--- src/rtl/i2c_regport_pkg.sv ---
package i2c_regport_pkg;
   localparam int BYTE_W = 8;
   localparam int DEV_W  = 7;

   typedef enum logic [3:0] {
      PH_IDLE,
      PH_DEV,
      PH_DEV_ACK,
      PH_SUB,
      PH_SUB_ACK,
      PH_WR,
      PH_WR_ACK,
      PH_RD,
      PH_RD_ACK
   } phase_e;

   // Full device address: fixed upper part, strap picks the low pair.
   function automatic logic [DEV_W-1:0] dev_id(input logic [4:0] hi, input logic strap);
      return {hi, (strap ? 2'b01 : 2'b10)};
   endfunction
endpackage

--- src/rtl/i2c_line_sync.sv ---
module i2c_line_sync #(
   parameter int STAGES = 2
) (
   input  logic clk,
   input  logic rst_n,
   input  logic scl_i,
   input  logic sda_i,
   output logic sda_s,
   output logic scl_rise,
   output logic scl_fall,
   output logic start_det,
   output logic stop_det
);
   logic [1:0] raw, cur, last;

   assign raw = {scl_i, sda_i};

   if (STAGES < 2) begin : g_bad_stages
      $error("i2c_line_sync: STAGES must be at least 2");
   end

   for (genvar g = 0; g < 2; g++) begin : g_line
      logic [STAGES-1:0] chain;
      always_ff @(posedge clk or negedge rst_n) begin
         if (!rst_n) chain <= '1;
         else        chain <= {chain[STAGES-2:0], raw[g]};
      end
      assign cur[g] = chain[STAGES-1];
   end

   always_ff @(posedge clk or negedge rst_n) begin
      if (!rst_n) last <= 2'b11;
      else        last <= cur;
   end

   assign sda_s     = cur[0];
   assign scl_rise  =  cur[1] & ~last[1];
   assign scl_fall  = ~cur[1] &  last[1];
   assign start_det =  cur[1] &  last[1] &  last[0] & ~cur[0];
   assign stop_det  =  cur[1] &  last[1] & ~last[0] &  cur[0];
endmodule

--- src/rtl/i2c_xfer_ctrl.sv ---
module i2c_xfer_ctrl
   import i2c_regport_pkg::*;
#(
   parameter int          REG_AW  = 7,
   parameter logic [4:0]  ADDR_HI = 5'b00111
) (
   input  logic              clk,
   input  logic              rst_n,
   input  logic              sda_s,
   input  logic              scl_rise,
   input  logic              scl_fall,
   input  logic              start_det,
   input  logic              stop_det,
   input  logic              strap_sel,
   input  logic              inc_en,
   input  logic [BYTE_W-1:0] reg_rdata,
   output logic [REG_AW-1:0] reg_addr,
   output logic [BYTE_W-1:0] reg_wdata,
   output logic              reg_we,
   output logic              reg_rd,
   output logic              sda_oe
);
   localparam int                CNT_W  = $clog2(BYTE_W + 1);
   localparam logic [CNT_W-1:0]  LAST_B = CNT_W'(BYTE_W);

   phase_e            ph;
   logic [CNT_W-1:0]  cnt;
   logic [BYTE_W-1:0] sh;
   logic [REG_AW-1:0] ptr;
   logic              rw, mack;
   logic              rx_ph, byte_end;

   assign rx_ph    = (ph == PH_DEV) || (ph == PH_SUB) || (ph == PH_WR);
   assign byte_end = scl_fall && (cnt == LAST_B);

   always_comb begin
      reg_addr  = ptr;
      reg_wdata = sh;
      reg_we    = (ph == PH_WR) && byte_end;
      reg_rd    = scl_fall && (((ph == PH_DEV_ACK) && rw) || ((ph == PH_RD_ACK) && mack));
      sda_oe    = (ph == PH_DEV_ACK) || (ph == PH_SUB_ACK) || (ph == PH_WR_ACK)
                  || ((ph == PH_RD) && !sh[BYTE_W-1]);
   end

   always_ff @(posedge clk or negedge rst_n) begin
      if (!rst_n) begin
         ph   <= PH_IDLE;
         cnt  <= '0;
         sh   <= '0;
         ptr  <= '0;
         rw   <= 1'b0;
         mack <= 1'b0;
      end else if (start_det) begin
         ph  <= PH_DEV;
         cnt <= '0;
      end else if (stop_det) begin
         ph <= PH_IDLE;
      end else if (rx_ph) begin
         if (scl_rise) begin
            sh  <= {sh[BYTE_W-2:0], sda_s};
            cnt <= cnt + 1'b1;
         end else if (byte_end) begin
            unique case (ph)
               PH_DEV: begin
                  if (sh[BYTE_W-1:1] == dev_id(ADDR_HI, strap_sel)) begin
                     ph <= PH_DEV_ACK;
                     rw <= sh[0];
                  end else begin
                     ph <= PH_IDLE;
                  end
               end
               PH_SUB: begin
                  ptr <= sh[REG_AW-1:0];
                  ph  <= PH_SUB_ACK;
               end
               default: begin
                  if (inc_en) ptr <= ptr + 1'b1;
                  ph <= PH_WR_ACK;
               end
            endcase
         end
      end else begin
         unique case (ph)
            PH_DEV_ACK: if (scl_fall) begin
               cnt <= '0;
               if (rw) begin
                  sh <= reg_rdata;
                  ph <= PH_RD;
               end else begin
                  ph <= PH_SUB;
               end
            end
            PH_SUB_ACK, PH_WR_ACK: if (scl_fall) begin
               cnt <= '0;
               ph  <= PH_WR;
            end
            PH_RD: begin
               if (scl_rise) begin
                  cnt <= cnt + 1'b1;
               end else if (byte_end) begin
                  ph <= PH_RD_ACK;
                  if (inc_en) ptr <= ptr + 1'b1;
               end else if (scl_fall) begin
                  sh <= {sh[BYTE_W-2:0], 1'b0};
               end
            end
            PH_RD_ACK: begin
               if (scl_rise) begin
                  mack <= !sda_s;
               end else if (scl_fall) begin
                  if (mack) begin
                     sh  <= reg_rdata;
                     cnt <= '0;
                     ph  <= PH_RD;
                  end else begin
                     ph <= PH_IDLE;
                  end
               end
            end
            default: ;
         endcase
      end
   end
endmodule

--- src/rtl/i2c_regport_slave.sv ---
module i2c_regport_slave
   import i2c_regport_pkg::*;
#(
   parameter int         REG_AW      = 7,
   parameter int         SYNC_STAGES = 2,
   parameter logic [4:0] ADDR_HI     = 5'b00111
) (
   input  logic              clk,
   input  logic              rst_n,
   input  logic              scl_i,
   input  logic              sda_i,
   output logic              sda_oe,
   input  logic              strap_sel,
   input  logic              inc_en,
   output logic [REG_AW-1:0] reg_addr,
   output logic [BYTE_W-1:0] reg_wdata,
   output logic              reg_we,
   output logic              reg_rd,
   input  logic [BYTE_W-1:0] reg_rdata
);
   logic sda_s, scl_rise, scl_fall, start_det, stop_det;

   if (REG_AW < 1 || REG_AW > BYTE_W - 1) begin : g_bad_aw
      $error("i2c_regport_slave: REG_AW must be 1..7");
   end

   i2c_line_sync #(.STAGES(SYNC_STAGES)) u_sync (
      .clk       (clk),
      .rst_n     (rst_n),
      .scl_i     (scl_i),
      .sda_i     (sda_i),
      .sda_s     (sda_s),
      .scl_rise  (scl_rise),
      .scl_fall  (scl_fall),
      .start_det (start_det),
      .stop_det  (stop_det)
   );

   i2c_xfer_ctrl #(.REG_AW(REG_AW), .ADDR_HI(ADDR_HI)) u_ctrl (
      .clk       (clk),
      .rst_n     (rst_n),
      .sda_s     (sda_s),
      .scl_rise  (scl_rise),
      .scl_fall  (scl_fall),
      .start_det (start_det),
      .stop_det  (stop_det),
      .strap_sel (strap_sel),
      .inc_en    (inc_en),
      .reg_rdata (reg_rdata),
      .reg_addr  (reg_addr),
      .reg_wdata (reg_wdata),
      .reg_we    (reg_we),
      .reg_rd    (reg_rd),
      .sda_oe    (sda_oe)
   );
endmodule

--- config.mk ---
export PLATFORM = sky130hd
export DESIGN_NAME = i2c_regport_slave
export DESIGN_NICKNAME = d
export VERILOG_FILES = /design/src/rtl/i2c_regport_pkg.sv /design/src/rtl/i2c_line_sync.sv /design/src/rtl/i2c_xfer_ctrl.sv /design/src/rtl/i2c_regport_slave.sv
export SDC_FILE = /design/constraint.sdc
export NUM_CORES = 1
export LEC_CHECK = 0
export ABC_AREA = 0
export BUFFER_PORTS_ARGS = -buffer_cell sky130_fd_sc_hd__buf_4
export CORE_ASPECT_RATIO = 1.25
export CORE_UTILIZATION = 36
export DETAILED_ROUTE_END_ITERATION = 7
export PLACE_DENSITY = 0.63
export SLEW_MARGIN = 25
export SYNTH_ARGS = -nofsm -noshare
export SYNTH_HDL_FRONTEND = slang
export SYNTH_SLANG_ARGS = --single-unit
--- constraint.sdc ---
create_clock -name clk -period 4.95 [get_ports clk]
set_clock_uncertainty 0.15 [all_clocks]
set_input_delay 0 -clock clk [delete_from_list [all_inputs] [get_ports clk]]
set_output_delay 0 -clock clk [all_outputs]
set_load 0.005 [all_outputs]
---- Word level (Yosys, flattened, before mapping) ----
Cells that the tools add are included.
word-level totals
  flip-flop bits (word level) ............. 31
  output and inout port bits .............. 18
operators by class
  add/subtract/negate cells ............... 2
  eq/ne operators ......................... 37
  bitwise logic cells ..................... 15
  reduce and logical (&&, ||, !) cells .... 26
  mux-type cells .......................... 45
operators by type and width
  operator                                                number
  2-to-1 mux 8 bit                                        10
  2-to-1 mux 4 bit                                        19
  2-to-1 mux 7 bit                                        7
  one-hot mux 8 bit (3 select lines)                      1
  == test 4 x 3 -> 1 bit (second input constant)          4
  inequality test 4 bit (second input constant)           4
  one-hot mux 4 bit (4 select lines)                      1
  inequality test 3 x 2 -> 1 bit (second input constant)  5
  inequality test 5 x 3 -> 1 bit (second input constant)  3
  one-hot mux 7 bit (2 select lines)                      1
  inequality test 2 bit (second input constant)           6
  one-hot mux 4 bit (3 select lines)                      1
  AND reduction 12 bit                                    1
  AND reduction 9 bit                                     1
  == test 4 x 2 -> 1 bit (second input constant)          2
  == test 4 bit (second input constant)                   2
  inequality test 4 x 2 -> 1 bit (second input constant)  2
  inequality test 4 x 3 -> 1 bit (second input constant)  2
  NOT 1 bit                                               8
  AND reduction 8 bit                                     1
  adder 7 x 1 -> 7 bit (second input constant)            1
  bitwise AND 1 bit                                       7
  == test 7 x 5 -> 1 bit                                  1
  AND reduction 7 bit                                     1
  20 further kinds                                        34

---- Longest topological paths before layout ----
  depth in word-level cells ............... 9
  mapped depth ............................ 8

---- Modules after synthesis ----
From an unflattened synthesis, not the netlist that was laid out.
second synthesis, totals
  cell total of the unflattened synthesis .. 212
  area total of the unflattened synthesis .. 1,888.1 µm²
modules (own cells, without submodules)
  module         area an instance (µm²)  cells an instance  times used
  i2c_xfer_ctrl  1,697.9                 202                1
  i2c_line_sync  190.2                   10                 1

---- Worst setup path after synthesis ----
Ideal clock, no wire load.
  path kind ............................... register -> register
  start point ............................. reg u_sync.g_line[1].chain[1]
  end point ............................... reg u_ctrl.sh[0], in the netlist u_ctrl.reg_wdata[0]
  data required time ...................... 4,675 ps
  setup slack ............................. 2,929 ps
  arrival time ............................ 1,746 ps
  buffers on the path ..................... 2
  cell stages (with the launch flop) ...... 8
  cells stage by stage .................... dfstp_2 > nor2b_1 > buf_2 > a21oi_1 > a22o_1 > and4bb_1 > buf_6 > mux2_4
between the ends
  word-level cells in the longest chain between the ends .. 5
  elaborated cells on any way between the ends .. 20
ends and longest elaborated chain
  item                                                                        RTL line                                                       source
  start: declaration                                                          i2c_line_sync.sv:23                                            logic [STAGES-1:0] chain;
  start signal: assignment                                                    i2c_line_sync.sv:26                                            else chain <= {chain[STAGES-2:0], raw[g]};
  NOT 1 bit / bitwise AND 1 bit (equally long branches)                       i2c_line_sync.sv:38, i2c_line_sync.sv:39, i2c_line_sync.sv:40
  bitwise AND 1 bit (on tied branches)                                        i2c_line_sync.sv:38, i2c_line_sync.sv:39, i2c_line_sync.sv:40
  logical AND 1 bit, or another cell as far along                             i2c_xfer_ctrl.sv:34                                            assign byte_end = scl_fall && (cnt == LAST_B);
  inequality test 3 bit (no source line) / NOT 1 bit (equally long branches)  -
  AND reduction 12 bit (no source line) (*)                                   -
  end signal: assignment                                                      i2c_xfer_ctrl.sv:60                                            sh <= {sh[BYTE_W-2:0], sda_s};
  end signal: assignment                                                      i2c_xfer_ctrl.sv:87                                            sh <= reg_rdata;
  end signal: assignment                                                      i2c_xfer_ctrl.sv:104                                           sh <= {sh[BYTE_W-2:0], 1'b0};
  end: declaration                                                            i2c_xfer_ctrl.sv:28                                            logic [BYTE_W-1:0] sh;
Mark *: on every way between the ends. The rest lies on a longest branch, timed or not.
A chain may end at the register's enable or synchronous reset.

---- Worst setup path after layout ----
  start point ............................. reg u_ctrl.ph[0]
  end point ............................... reg u_ctrl.sh[6], in the netlist u_ctrl.reg_wdata[6]
between the ends
  word-level cells in the longest chain between the ends .. 5
  elaborated cells on any way between the ends .. 21
ends and longest elaborated chain
  item                                                                           RTL line             source
  start: declaration                                                             i2c_xfer_ctrl.sv:26  phase_e ph;
  start signal: assignment                                                       i2c_xfer_ctrl.sv:47  ph <= PH_IDLE;
  start signal: assignment                                                       i2c_xfer_ctrl.sv:54  ph <= PH_DEV;
  start signal: assignment                                                       i2c_xfer_ctrl.sv:57  ph <= PH_IDLE;
  == test 4 x 1 -> 1 bit / == test 4 x 2 -> 1 bit (equally long branches)        i2c_xfer_ctrl.sv:33  assign rx_ph = (ph == PH_DEV) || (ph == PH_SUB) || (ph == PH_WR);
  logical OR 1 bit (2 in a row)                                                  i2c_xfer_ctrl.sv:33
  inequality test 3 x 1 -> 1 bit (no source line), or another cell as far along  -
  AND reduction 12 bit (no source line)                                          -
Several ways; a longest one is shown, not always the timed one.

==> flow_summary.yaml <==
sta:
  period_share: 0.5806
  setup_violations: 0
  fmax_ghz: 0.3480
  worstMarginPinSlew_ps: 867.7
  finalWorstSetupSlack_ps: 2076
  tns_ps: 0
  finalHoldViolCount: 0
  timing_max_transition_violations_final: 0
  final.min_clock_period_ps: 2874
  slew_headroom: 0.4204
  unrepaired_setup_endpoints_after_global_routing: "false"
  hold-worst-slack_ps: 28.82
placement:
  io_buffers: 31
  dp_slack_ps: 2075
  routabilityCongestion: 0.8428
  post_dp_cell_area_um2: 2147
  hpwlAfterDp_um: 3179
die:
  fp.dieArea_um2: 5619
  initial_core_util: 0.3744
  die-width_um: 67.25
  vert_die_dim_um: 83.56
  rows: 29
  coreArea_um2: 5116
  io_pins: 32
global_route:
  grt_overflow: 0
  grt_first_pass_wirelength_um: 7707
  antenna_found_initial: 0
  first_global_vias: 1690
  grt_use_total: 0.1826
  grt_start_max_net_pins: 32
worst_hold_path:
  timing.hold.worst.class: "in2async"
clock_network:
  clock_sink_count: 31
  cts_buffers: 5
  cts.reportedPaths.clkPinSlew_ps: 70
  cts.htree.levels: 2
  clock_tree_from_tritoncts: "built"
  post_cts_buffers: 0
  worst_skew_pair.late_latency_ps: 290
  clock_tree.buffer_depth: 2
  clockRootBuffer: "sky130_fd_sc_hd__clkbuf_8"
job:
  timing.max_cap.violations: 0
routing:
  first_pass_iters: 4
  drtIter0Drc: 66
  via_per_inst: 5.481
  vias: 1721
  wirelength_um: 4666
  route.antenna.remaining_nets: 0
  remaining_drc_errors: 0
  route.detailed.wl_per_inst_um: 14.86
yosys:
  seq_area_frac_synth: 0.4089
  post_synth_inst_count: 213
  synth_top_cells_by_area: "sky130_fd_sc_hd__dfrtp_1 33%, sky130_fd_sc_hd__dfstp_2 8.2%, sky130_fd_sc_hd__nand2_1 8.2%"
  postSynthNetCount: 230
  synthesis.yosys.warnings: 0
  synth-seq-cells: 31
  synth_top_area_share: 0.3266
  ys_async_sr_fraction: 1.000
  synthDistinctLibCells: 49
  synth_edf_count: 0
  ys_dominant_reg_cell: "sky130_fd_sc_hd__dfrtp_1"
  yosysTopAreaCell: "sky130_fd_sc_hd__dfrtp_1"
  synth_area_um2: 1916
  avgSynthCellArea_um2: 8.993
critical_path:
  worst-path-max-fanout: 14
  critical_path_cell_count: 5
  worstPathCellList: "nor2b_1 > o31ai_1 > o211ai_1 > and4bb_1 > mux2_4"
  critical_path_arrival_ps: 2900
  longest_individual_stage_delay_on_the_worst_path_ps: 760
  critical_path.top_delay_family: "simple AND/OR/NAND/NOR gates"
  path_class: "reg2reg"
  worst_r2r_path_depth: 5
  reg2reg_setup_slack_ps: 2080
  critical-path-slowest-cell: "sky130_fd_sc_hd__nor2b_1"
  crit_buf_inv: 0
  timing.critical_path.to_type: "flip-flop"
  crit_path_start_kind: "flip-flop"
  cp.required_ps: 4980
layout:
  final_nets: 268
  drive_gt1_frac: 0.2381
  antenna_cells: 0
  areaGrowthSynthToFinish_pct: 24.49
  layout.cell_area.non_filler_um2: 2385
run_status:
  run_status: "complete, no violations"
power_and_ir_drop:
  power_density_of_the_placed_cells_nw_per_um2: 476.5
  ir_drop_v: 0.0001967
  p_leak_nw: 1.090
  power.total_mw: 1.136
## layout by cell type, fill, tap and decap left out, types with 3 or more instances in the layout
cell type and count:
sky130_fd_sc_hd__a21oi_1 17, sky130_fd_sc_hd__buf_4 31, sky130_fd_sc_hd__nand2_1 42, sky130_fd_sc_hd__o22ai_1 4, sky130_fd_sc_hd__dfrtp_1 25, sky130_fd_sc_hd__nand4_1 3
sky130_fd_sc_hd__mux2_4 8, sky130_fd_sc_hd__nand4b_1 3, sky130_fd_sc_hd__clkbuf_8 6, sky130_fd_sc_hd__a22oi_1 4, sky130_fd_sc_hd__nand2b_1 3, sky130_fd_sc_hd__inv_1 7
sky130_fd_sc_hd__nor2_1 11, sky130_fd_sc_hd__ha_1 3, sky130_fd_sc_hd__dlygate4sd3_1 12, sky130_fd_sc_hd__a22o_1 4, sky130_fd_sc_hd__dfstp_2 6, sky130_fd_sc_hd__nor3_1 3
sky130_fd_sc_hd__o21ai_0 11, sky130_fd_sc_hd__nand3_1 6, sky130_fd_sc_hd__a31oi_1 5, sky130_fd_sc_hd__nor2b_1 4
## logic make-up (layout without fill, tap and decap cells)
group	after synthesis	after routing	share of synthesized area
DFF	31	31	0.4089
adders and majority gates	3	3	0.01960
and+or+nand+nor	89	89	0.2404
xor gates and xnor gates	1	1	0.004573
AOI/OAI and AO/OA	61	61	0.2031
muxes	9	9	0.06858
buffers and inverters	19	58	0.05486
## worst paths after layout
kind | from | end
max | u_ctrl.ph[0]$_DFFE_PN0P_ | u_ctrl.reg_wdata[6]$_DFFE_PN0P_
min | rst_n | u_ctrl.reg_addr[3]$_DFFE_PN0P_
max reg2reg | u_ctrl.ph[0]$_DFFE_PN0P_ | u_ctrl.reg_wdata[6]$_DFFE_PN0P_
min reg2reg | u_sync.g_line[0].chain[0]$_DFF_PN1_ | u_sync.g_line[0].chain[1]$_DFF_PN1_
max in group asynchronous | rst_n | u_sync.g_line[0].chain[1]$_DFF_PN1_
min in group clk | strap_sel | u_ctrl.rw$_DFFE_PN0P_
## cells in the mapped netlist, drive strengths merged (2+ instances only)
cell type	count
inv	7
nor2b	5
or3	2
nand2b	4
a31oi	5
a21boi	2
nor3	4
o211ai	2
ha	3
a22oi	4
clkbuf	4
o22ai	4
nand4	3
o21ai	12
mux2	9
o31ai	2
nor2	11
buf	8
nand3	6
dfrtp	25
and3	2
a211oi	2
dfstp	6
nand4b	3
nand2	42
a22o	4
a21oi	17
## registers in the layout, indices dropped and copies added (netlist names)
name,cells
u_ctrl.reg_wdata,8
u_ctrl.reg_addr,7
u_ctrl.cnt,4
u_ctrl.ph,4
u_sync.g_line.chain,4
u_sync.last,2
u_ctrl.mack,1
u_ctrl.rw,1
## timing repair
action                                 4_1_cts  5_1_grt
endpoints found under the hold margin       43        0
gates resized for setup                      0        0
hold buffers                                12        0
## area by class of cell
class                   instances  area, µm²
clock buffers                   6      82.58
multi-input cells             163       1027
flip-flops and latches         31      783.3
well taps                      62      77.57
inverters                       7      26.28
repair buffers                 43      352.8
fillers                       485       2731
clock inverters                 2      35.03
## where the power goes
part           leakage [nW]  switching [mW]  internal (mW)
Sequential            0.387           0.108          0.312
Combinational         0.643           0.207          0.247
Clock                0.0612          0.0998          0.163
Total                  1.09           0.415          0.721
## metal layers
| metal | vias up | global-route usage | part of all wire |
|---|---|---|---|
| li1 | 841 | - | - |
| met1 | 824 | 0.2227 | 0.44 |
| met2 | 46 | 0.3000 | 0.50 |
| met3 | 10 | 0.03689 | 0.035 |
| met4 | 0 | 0.08317 | 0.022 |
| met5 | - | 0 | 0 |
## stage by stage
step / util / instances
after detailed placement: 0.4197 / 294
after CTS: 0.4661 / 314
after global placement: 0.4197 / 294
after global routing: 0.4661 / 314
final: 0.4661 / 314
after floorplan: - / 213
Note: power is estimated with default switching activity, not from simulation.
